--- src/rtl/irq_status_pkg.sv ---
// Shared constants for the interrupt status unit.
// Assumes a 16-bit register width; bit positions are fixed because the
// vector encoder and software decode them.
package irq_status_pkg;

    localparam int REG_W = 16;

    // Status / enable bit positions
    localparam int EV_ARB_LOST   = 0;
    localparam int EV_NO_ACK     = 1;
    localparam int EV_ACC_RDY    = 2;
    localparam int EV_RX_RDY     = 3;
    localparam int EV_TX_RDY     = 4;
    localparam int EV_ADDR_ZERO  = 8;
    localparam int EV_AS_TARGET  = 9;
    localparam int EV_TX_UNDER   = 10;
    localparam int EV_RX_OVER    = 11;
    localparam int EV_BUS_BUSY   = 12;
    localparam int EV_RX_DRAIN   = 13;
    localparam int EV_TX_DRAIN   = 14;

    // Number of low-order events reported by the vector view
    localparam int VEC_EVENTS = 5;

    // Bits latched by event pulses
    localparam logic [REG_W-1:0] STICKY_MASK =
        (REG_W'(1) << EV_ARB_LOST)  | (REG_W'(1) << EV_NO_ACK)    |
        (REG_W'(1) << EV_ACC_RDY)   | (REG_W'(1) << EV_RX_RDY)    |
        (REG_W'(1) << EV_TX_RDY)    | (REG_W'(1) << EV_ADDR_ZERO) |
        (REG_W'(1) << EV_AS_TARGET) | (REG_W'(1) << EV_TX_UNDER)  |
        (REG_W'(1) << EV_RX_OVER)   | (REG_W'(1) << EV_RX_DRAIN)  |
        (REG_W'(1) << EV_TX_DRAIN);

    // Bit driven live from the bus-busy level
    localparam logic [REG_W-1:0] LIVE_MASK = REG_W'(1) << EV_BUS_BUSY;

    // All implemented positions
    localparam logic [REG_W-1:0] IMPL_MASK = STICKY_MASK | LIVE_MASK;

    // Register selected by the current access
    typedef enum logic [1:0] {
        SEL_NONE   = 2'd0,
        SEL_ENABLE = 2'd1,
        SEL_STATUS = 2'd2,
        SEL_VECTOR = 2'd3
    } reg_sel_e;

endpackage

--- src/rtl/irq_addr_decode.sv ---
// Decodes the byte offset of a register access into a register select and
// the write / read-side-effect strobes. Assumes at most one access per cycle.
module irq_addr_decode
    import irq_status_pkg::*;
#(
    parameter int                ADDR_W     = 8,
    parameter logic [ADDR_W-1:0] OFS_ENABLE = ADDR_W'(8'h04),
    parameter logic [ADDR_W-1:0] OFS_STATUS = ADDR_W'(8'h08),
    parameter logic [ADDR_W-1:0] OFS_VECTOR = ADDR_W'(8'h0C)
) (
    input  logic [ADDR_W-1:0] addr_i,
    input  logic              we_i,
    input  logic              re_i,
    output reg_sel_e          sel_o,
    output logic              wr_enable_o,
    output logic              wr_status_o,
    output logic              rd_vector_o
);

    // Map offset onto register select
    always_comb begin
        if (addr_i == OFS_ENABLE)      sel_o = SEL_ENABLE;
        else if (addr_i == OFS_STATUS) sel_o = SEL_STATUS;
        else if (addr_i == OFS_VECTOR) sel_o = SEL_VECTOR;
        else                           sel_o = SEL_NONE;
    end

    // Qualify strobes with the selected register
    always_comb begin
        wr_enable_o = we_i && (sel_o == SEL_ENABLE);
        wr_status_o = we_i && (sel_o == SEL_STATUS);
        rd_vector_o = re_i && (sel_o == SEL_VECTOR);
    end

endmodule

--- src/rtl/irq_vector_enc.sv ---
// Lowest-index-first priority encoder for the vector view.
// Returns code i+1 for the lowest pending bit i, or 0 when none is pending,
// plus a one-hot mask of the reported bit. Purely combinational.
module irq_vector_enc #(
    parameter int NUM_EV = 5,
    localparam int CODE_W = $clog2(NUM_EV + 1)
) (
    input  logic [NUM_EV-1:0] pending_i,
    output logic [CODE_W-1:0] code_o,
    output logic [NUM_EV-1:0] hot_o
);

    // Scan from highest to lowest so the lowest pending bit wins
    always_comb begin
        code_o = '0;
        hot_o  = '0;
        for (int i = NUM_EV - 1; i >= 0; i--) begin
            if (pending_i[i]) begin
                code_o = CODE_W'(i + 1);
                hot_o  = NUM_EV'(1) << i;
            end
        end
    end

endmodule

--- src/rtl/irq_status_bank.sv ---
// Holds the sticky status bits and the enable register.
// Sticky bits are set by event pulses and cleared by write-one or by a
// vector read; a set in the same cycle wins. The busy bit is live.
// Assumes event pulses last one cycle; unimplemented positions stay 0.
module irq_status_bank
    import irq_status_pkg::*;
#(
    parameter int NUM_EV = VEC_EVENTS
) (
    input  logic             clk,
    input  logic             rst_n,
    input  logic [REG_W-1:0] set_i,
    input  logic [REG_W-1:0] w1c_i,
    input  logic [NUM_EV-1:0] vec_clr_i,
    input  logic             en_we_i,
    input  logic [REG_W-1:0] wdata_i,
    input  logic             busy_i,
    output logic [REG_W-1:0] status_o,
    output logic [REG_W-1:0] enable_o
);

    logic [REG_W-1:0] sticky_q;
    logic [REG_W-1:0] enable_q;
    logic [REG_W-1:0] clr_all;
    logic [REG_W-1:0] set_masked;

    // Combine both clear sources and mask the set pulses
    always_comb begin
        clr_all    = w1c_i | REG_W'(vec_clr_i);
        set_masked = set_i & STICKY_MASK;
    end

    // Sticky status update: clear first, then set so the set wins
    always_ff @(posedge clk) begin
        if (!rst_n) sticky_q <= '0;
        else        sticky_q <= ((sticky_q & ~clr_all) | set_masked) & STICKY_MASK;
    end

    // Enable register write
    always_ff @(posedge clk) begin
        if (!rst_n)       enable_q <= '0;
        else if (en_we_i) enable_q <= wdata_i & IMPL_MASK;
    end

    // Status view: sticky bits plus live busy
    always_comb begin
        status_o = sticky_q | (busy_i ? LIVE_MASK : '0);
        enable_o = enable_q;
    end

    AST_SET_WINS: assert property (@(posedge clk) disable iff (!rst_n)
        ((set_i & STICKY_MASK) != '0) |=>
        ((sticky_q & $past(set_i & STICKY_MASK)) == $past(set_i & STICKY_MASK)));

    AST_W1C_CLEARS: assert property (@(posedge clk) disable iff (!rst_n)
        ((w1c_i != '0) && (set_i == '0) && (vec_clr_i == '0)) |=>
        (sticky_q == ($past(sticky_q) & ~$past(w1c_i))));

    AST_BUSY_FOLLOWS: assert property (@(posedge clk) disable iff (!rst_n)
        status_o[EV_BUS_BUSY] == busy_i);

endmodule

--- src/rtl/irq_status_unit.sv ---
// Top of the interrupt status and vector unit.
// Connects the decoder, status bank and vector encoder, registers read data
// and drives the interrupt line. Assumes one register access per cycle.
module irq_status_unit
    import irq_status_pkg::*;
#(
    parameter int                ADDR_W     = 8,
    parameter logic [ADDR_W-1:0] OFS_ENABLE = ADDR_W'(8'h04),
    parameter logic [ADDR_W-1:0] OFS_STATUS = ADDR_W'(8'h08),
    parameter logic [ADDR_W-1:0] OFS_VECTOR = ADDR_W'(8'h0C),
    parameter int                NUM_EV     = VEC_EVENTS
) (
    input  logic              clk,
    input  logic              rst_n,
    input  logic [REG_W-1:0]  ev_set_i,
    input  logic              bus_busy_i,
    input  logic [ADDR_W-1:0] reg_addr_i,
    input  logic              reg_we_i,
    input  logic              reg_re_i,
    input  logic [REG_W-1:0]  reg_wdata_i,
    output logic [REG_W-1:0]  reg_rdata_o,
    output logic              irq_o
);

    localparam int CODE_W = $clog2(NUM_EV + 1);

    reg_sel_e          sel;
    logic              wr_enable;
    logic              wr_status;
    logic              rd_vector;
    logic [REG_W-1:0]  status_view;
    logic [REG_W-1:0]  enable_view;
    logic [REG_W-1:0]  w1c;
    logic [CODE_W-1:0] vec_code;
    logic [NUM_EV-1:0] vec_hot;
    logic [NUM_EV-1:0] vec_clr;
    logic [REG_W-1:0]  rdata_d;
    logic [REG_W-1:0]  rdata_q;

    irq_addr_decode #(
        .ADDR_W     (ADDR_W),
        .OFS_ENABLE (OFS_ENABLE),
        .OFS_STATUS (OFS_STATUS),
        .OFS_VECTOR (OFS_VECTOR)
    ) u_dec (
        .addr_i      (reg_addr_i),
        .we_i        (reg_we_i),
        .re_i        (reg_re_i),
        .sel_o       (sel),
        .wr_enable_o (wr_enable),
        .wr_status_o (wr_status),
        .rd_vector_o (rd_vector)
    );

    irq_vector_enc #(
        .NUM_EV (NUM_EV)
    ) u_vec (
        .pending_i (status_view[NUM_EV-1:0]),
        .code_o    (vec_code),
        .hot_o     (vec_hot)
    );

    // Clear sources presented to the bank
    always_comb begin
        w1c     = wr_status ? reg_wdata_i : '0;
        vec_clr = rd_vector ? vec_hot : '0;
    end

    irq_status_bank #(
        .NUM_EV (NUM_EV)
    ) u_bank (
        .clk       (clk),
        .rst_n     (rst_n),
        .set_i     (ev_set_i),
        .w1c_i     (w1c),
        .vec_clr_i (vec_clr),
        .en_we_i   (wr_enable),
        .wdata_i   (reg_wdata_i),
        .busy_i    (bus_busy_i),
        .status_o  (status_view),
        .enable_o  (enable_view)
    );

    // Read mux for the selected register
    always_comb begin
        unique case (sel)
            SEL_ENABLE: rdata_d = enable_view;
            SEL_STATUS: rdata_d = status_view;
            SEL_VECTOR: rdata_d = REG_W'(vec_code);
            default:    rdata_d = '0;
        endcase
    end

    // Registered read data, held between reads
    always_ff @(posedge clk) begin
        if (!rst_n)        rdata_q <= '0;
        else if (reg_re_i) rdata_q <= rdata_d;
    end

    // Interrupt request from enabled pending status
    always_comb begin
        irq_o       = |(status_view & enable_view);
        reg_rdata_o = rdata_q;
    end

    AST_IRQ_NEEDS_ENABLE: assert property (@(posedge clk) disable iff (!rst_n)
        irq_o |-> (enable_view != '0));

    AST_VEC_READ_CLEARS: assert property (@(posedge clk) disable iff (!rst_n)
        (rd_vector && (vec_hot != '0) && ((ev_set_i[NUM_EV-1:0] & vec_hot) == '0)) |=>
        ((status_view[NUM_EV-1:0] & $past(vec_hot)) == '0));

    AST_VEC_RANGE: assert property (@(posedge clk) disable iff (!rst_n)
        rd_vector |=> (reg_rdata_o <= REG_W'(NUM_EV)));

    AST_RDATA_HOLD: assert property (@(posedge clk) disable iff (!rst_n)
        !reg_re_i |=> $stable(reg_rdata_o));

    AST_BUSY_READ: assert property (@(posedge clk) disable iff (!rst_n)
        (reg_re_i && (sel == SEL_STATUS)) |=>
        (reg_rdata_o[EV_BUS_BUSY] == $past(bus_busy_i)));

endmodule

--- config.mk ---
export PLATFORM = sky130hd
export DESIGN_NAME = irq_status_unit
export DESIGN_NICKNAME = d
export VERILOG_FILES = /design/src/rtl/irq_status_pkg.sv /design/src/rtl/irq_addr_decode.sv /design/src/rtl/irq_vector_enc.sv /design/src/rtl/irq_status_bank.sv /design/src/rtl/irq_status_unit.sv
export SDC_FILE = /design/constraint.sdc
export NUM_CORES = 1
export LEC_CHECK = 0
export BUFFER_PORTS_ARGS = -buffer_cell sky130_fd_sc_hd__clkbuf_2
export CORE_MARGIN = 2
export CORE_UTILIZATION = 35
export CTS_CLUSTER_DIAMETER = 60
export CTS_CLUSTER_SIZE = 30
export DETAILED_ROUTE_END_ITERATION = 16
export GPL_ROUTABILITY_DRIVEN = 1
export GPL_TIMING_DRIVEN = 1
export PLACE_DENSITY = 0.69
export SETUP_SLACK_MARGIN = 0.5
export SLEW_MARGIN = 20
export SYNTH_ARGS = -nofsm -noshare
export SYNTH_HDL_FRONTEND = slang
export SYNTH_SLANG_ARGS = --single-unit
--- constraint.sdc ---
create_clock -name clk -period 2.08 [get_ports clk]
set_clock_uncertainty 0.15 [all_clocks]
set_input_delay 0.312 -clock clk [delete_from_list [all_inputs] [get_ports clk]]
set_output_delay 0.312 -clock clk [all_outputs]
set_load 0.01 [all_outputs]
# Word-level counts from Yosys, hierarchy flattened
# Index checks and enable logic that the tools add are counted.
dict set report word_totals {
  reg_bits 39
  input_bits 45
  output_inout_bits 17
  wordCells 36
}
dict set report classes {
  n_eq_ne 6
  muxes 17
  bitwise_logic 6
  reduce_logical 4
}
# operator count
set ops {}
lappend ops {{$pmux W16 S3} 1}
lappend ops {{$mux W5} 6}
lappend ops {{$and A16 B15 Y16} 1}
lappend ops {{$eq A8 B4 Y1 const B} 2}
lappend ops {{$reduce_or A16 Y1} 1}
lappend ops {{$and A15 B15 Y15} 1}
lappend ops {{$mux W15} 1}
lappend ops {{$mux W3} 5}
lappend ops {{$not A15 Y15} 1}
lappend ops {{$or A15 B13 Y15} 1}
lappend ops {{$or A15 B15 Y15} 1}
lappend ops {{$or A15 B5 Y15} 1}
lappend ops {{$mux W13} 1}
lappend ops {{$eq A8 B3 Y1 const B} 1}
lappend ops {{$mux W2} 3}
lappend ops {{$eq A2 B2 Y1 const B} 2}
lappend ops {{$logic_and A1 B1 Y1} 3}
lappend ops {{$eq A2 B1 Y1 const B} 1}

# Longest topological paths before layout
dict set report logic_depth {
  depth_word 12
  depth_mapped 6
  depth_no_buf 4
}

# Cells and area by module
# From an unflattened synthesis, not the netlist that was laid out.
dict set report unflattened {
  hier_cells 217
  hier_area_um2 1993.2
}
# mod instances cells_per_inst area_each_um2 seq_area_each_um2
set modules_own_cells {}
lappend modules_own_cells {irq_status_unit 1 107 944.7 320.3}
lappend modules_own_cells {irq_status_bank 1 88 912.1 460.4}
lappend modules_own_cells {irq_vector_enc 1 12 75.1 0.0}
lappend modules_own_cells {irq_addr_decode 1 10 61.3 0.0}

# Worst setup path after synthesis
# Ideal clock, no wire load.
dict set report synth_timing {
  path_kind {in2reg}
  start {input reg_addr_i[5]}
  end {register rdata_q[0], in the netlist reg_rdata_o[0]}
  setup_ps 58
  arrival_ps 1395
  required_ps 1872
  slack_ps 477
  stages 4
  n_path_buf 0
  path_cell_list {or4_4 -> nor4_4 -> o21ai_1 -> o21ba_1}
}
dict set report synth_via {
  elab_chain_len 6
  elab_cells_between_ends 10
  cone_classes {eq/ne (6); mux (4)}
}
# element line_no
set synth_lines {}
lappend synth_lines {{from (decl)} irq_status_unit.sv:17} ;# input logic [ADDR_W-1:0] reg_addr_i,
lappend synth_lines {{$eq A8 B4 Y1} irq_addr_decode.sv:24} ;# else if (addr_i == OFS_VECTOR) sel_o = SEL_VECTOR;
lappend synth_lines {{$mux W2} irq_addr_decode.sv:24}
lappend synth_lines {{$mux W2} irq_addr_decode.sv:23} ;# else if (addr_i == OFS_STATUS) sel_o = SEL_STATUS;
lappend synth_lines {{$mux W2 *} irq_addr_decode.sv:22} ;# if (addr_i == OFS_ENABLE) sel_o = SEL_ENABLE;
lappend synth_lines {{$eq A2 B2 Y1 or $eq A2 B1 Y1 (tied branches)} irq_status_unit.sv:86} ;# unique case (sel)
lappend synth_lines {{$pmux W16 S3 *} irq_status_unit.sv:86}
lappend synth_lines {{to (signal assigned)} irq_status_unit.sv:97} ;# else if (reg_re_i) rdata_q <= rdata_d;
lappend synth_lines {{to (decl)} irq_status_unit.sv:38} ;# logic [REG_W-1:0] rdata_q;
# Every way passes the cells marked *; elsewhere a longest branch is shown, timed or not.
# A chain may end at the register's enable or synchronous reset.

# Worst setup path in the final report
dict set report layout_timing {
  start {register u_bank.enable_q[11], in the netlist u_bank.enable_o[11]}
  end {output irq_o}
}
dict set report layout_via {
  elab_chain_len 2
}
# element line_no
set layout_lines {}
lappend layout_lines {{from (decl)} irq_status_bank.sv:23} ;# logic [REG_W-1:0] enable_q;
lappend layout_lines {{from (signal assigned)} irq_status_bank.sv:42} ;# else if (en_we_i) enable_q <= wdata_i & IMPL_MASK;
lappend layout_lines {{$and A16 B15 Y16} irq_status_unit.sv:102} ;# irq_o = |(status_view & enable_view);
lappend layout_lines {{$reduce_or A16 Y1} irq_status_unit.sv:102}
lappend layout_lines {{to (decl)} irq_status_unit.sv:22} ;# output logic irq_o
# No other way between the ends.

==> impl_metrics.csv <==
group,metric,value,unit
setup_path,crit_type,"reg -> out",
clock_network,cts_root_buf,"clkbuf_8",
drt,vias,1520,
die,num_rows,25,
placed_design,gp_congestion,0.7886,
global_routing,grt-ovfl-total,0,
drt,wl_met1,2051,microns
power_and_ir_drop,internal_power,989.2,uW
setup_path,crit_slowest_cell,"dfxtp_2",
finish,nets,286,
setup_path,crit_family,"compound AO/OA/AOI/OAI gates",
hold_path,hold_class,"in -> reg",
yosys,synth_area_leaders,"dfxtp_1 (40%), a21boi_1 (7.2%), mux2i_1 (6.8%)",
power_and_ir_drop,power_switching,320.6,uW
yosys,yosysMostFrequentCell,"dfxtp_1",
outcome,outcome,"complete, no violations",
setup_path,required,1620,ps
drt,drt-wirelength-per-cell,13.92,microns
placed_design,placed_area,2083,sq um
sta,setup_viol,0,
yosys,synth_top_cell_by_area,"dfxtp_1",
setup_path,crit_fanout,2,
yosys,synth.distinct_cells,39,
global_routing,grt_pass1_wl,6762,microns
yosys,synthCells,187,
yosys,synth-seq-area-share,0.3977,
die,core,4786,sq um
finish,area_growth,31.46,%
global_routing,grt_max_degree,24,
clock_network,path_clk_slew,60,ps
yosys,synth_flop_cell,"dfxtp_1",
die,ioPinCount,62,
yosys,synth.avg_cell_area,9.421,sq um
setup_path,path_buf_inv,1,
drt,wl_met3,191,microns
clock_network,cts.sinks,35,
finish,postLayoutCoreUtil,0.4839,
die,die-area,5617,sq um
drt,dr_wl_met2,2007,microns
clock_network,cts_buffers,5,
die,initial_core_util,0.3681,
sta,period_share,0.8422,
yosys,async_flop_share,0,
placed_design,io_buffers,48,
drt,first_iter_violations,72,
die,die_h,74.95,microns
finish,finalInstanceArea,2316,sq um
clock_network,htreeDepth,2,
setup_path,crit_chain,"a22o_1 -> a221oi_2 -> nand3_1 -> clkbuf_2",
yosys,yosysTopAreaCellShare,0.3977,
die,die_w,74.95,microns
power_and_ir_drop,seqPwrFrac,0.541,
sta,finalCriticalPeriod,1752,ps
setup_path,arrival,1290,ps
yosys,ys_top_cells_by_count,"dfxtp_1 (35), nor2b_1 (18), a21boi_1 (17)",
yosys,synth.ff_latch_count,35,
sta,hold_viol_final,0,
setup_path,cp_slowest_stage_delay,320,ps
power_and_ir_drop,pwr_density_cell,565.5,nW/um^2
drt,drc,0,
finish,num_antenna_cells,0,
power_and_ir_drop,irDropWorstVdd,0.3112,mV
drt,highest_layer,"met4",
finish,drive_gt1_frac,0.3583,
setup_path,critPathLaunchType,"register",
power_and_ir_drop,finalPower,1310,uW
clock_network,clock_insertion_delay_worst_skew,280,ps
run,maxCapViolations,0,
sta,tns,0,ps
setup_path,cp-end-kind,"output pin",
sta,maxSlewViolCount,0,
sta,fmaxAchievable,570.9,MHz
yosys,yosysWarnings,0,
power_and_ir_drop,p_comb_frac,0.121,
power_and_ir_drop,power.leakage,0.0009846,uW
drt,wl,4274,microns
yosys,synth_edf_count,0,
drt,ant_nets,0,
placed_design,place.detailed.hpwl,3069,microns
power_and_ir_drop,p_sw_frac,0.2447,
clock_network,cts_tree,"built",
global_routing,antenna_found_initial,0,
finish,fillers,458,
global_routing,grt_pass1_vias,1429,
yosys,synth_area,1762,sq um
sta,rsz0062_at_grt,"true",
clock_network,hold_buffers,0,
clock_network,cts_buffer_depth,2,
global_routing,globalRouteTotalUtil,0.1587,
drt,drt_first_pass_iters,4,
drt,viasPerCell,4.951,
power_and_ir_drop,clock_power_share,0.338,
## logic make-up (layout without fill, tap and decap cells)
| logic type | after synthesis | count (layout) | synth area share |
|---|---|---|---|
| simple gates | 61 | 61 | 0.2230 |
| mux | 12 | 12 | 0.06818 |
| buf+inv | 19 | 69 | 0.05327 |
| other cells | 1 | 4 | 0.002129 |
| flops | 35 | 35 | 0.3977 |
| compound gates | 59 | 59 | 0.2557 |
## stage by stage
step                hold WS [ps]  instances  worst slack [ps]
floorplan                  284.1        190             476.7
global placement           307.5        297             265.8
detailed placement         311.4        297             241.4
CTS                        78.19        304             311.9
global route               80.65        307             256.5
finish                     83.98        307             328.2
## layout by cell type (no fill, tap or decap), types with 5 or more instances in the layout
master	instances
dfxtp_2	6
mux2i_1	12
clkbuf_8	5
o21a_1	7
nor2b_1	18
a21boi_1	15
dfxtp_1	29
nand2_1	7
nand2b_1	10
clkbuf_2	47
a22o_1	13
buf_4	10
## state kept, by name (all words and copies together), names as in the netlist
name / cells
reg_rdata_o: 12
u_bank.enable_o: 12
u_bank.sticky_q: 11
## layer usage
| layer | vias to the layer above | GRT usage |
|---|---|---|
| met5 | - | 0 |
| met4 | 0 | 0.03571 |
| met3 | 4 | 0.04819 |
| met2 | 38 | 0.2437 |
| met1 | 694 | 0.2203 |
| li1 | 784 | - |
## area by class of cell
class,instances,area [sq um],share of cell area
sequential,35,708.2,0.3058
multi-input combinational,136,1074,0.4635
inverter,3,11.26,0.004862
timing repair buffer,60,366.6,0.1583
tap,67,83.83,0.03620
clock buffer,6,72.57,0.03133
## timing repair
item / 4_1_cts / 5_1_grt
buffers inserted: 1 / 2
gates resized for setup: 7 / 17
cloned: 0 / 1
hold endpoints to repair: 0 / 0
pin swaps: 2 / 12
endpoints found under the setup margin: 1 / 11
## worst paths after layout
check | slack, ps | depth (start not counted) | startpoint | to
max | 330 | 4 | u_bank.enable_o[11] | irq_o
min | 80 | 2 | ev_set_i[11] | u_bank.sticky_q[11]
max reg2reg | 570 | 4 | u_bank.sticky_q[1] | u_bank.sticky_q[3]
min reg2reg | 320 | 2 | reg_rdata_o[10] | reg_rdata_o[10]
## power groups by stage
stage | Sequential, uW | Clock (uW) | Combinational [uW]
global route | 710 | 485 | 173
global placement | 720 | 0 | 147
finish | 708 | 443 | 158
detailed placement | 720 | 0 | 148
floorplan | 713 | 0 | 90.5
CTS | 707 | 459 | 149
No activity file was read; power rests on OpenSTA's default activity.
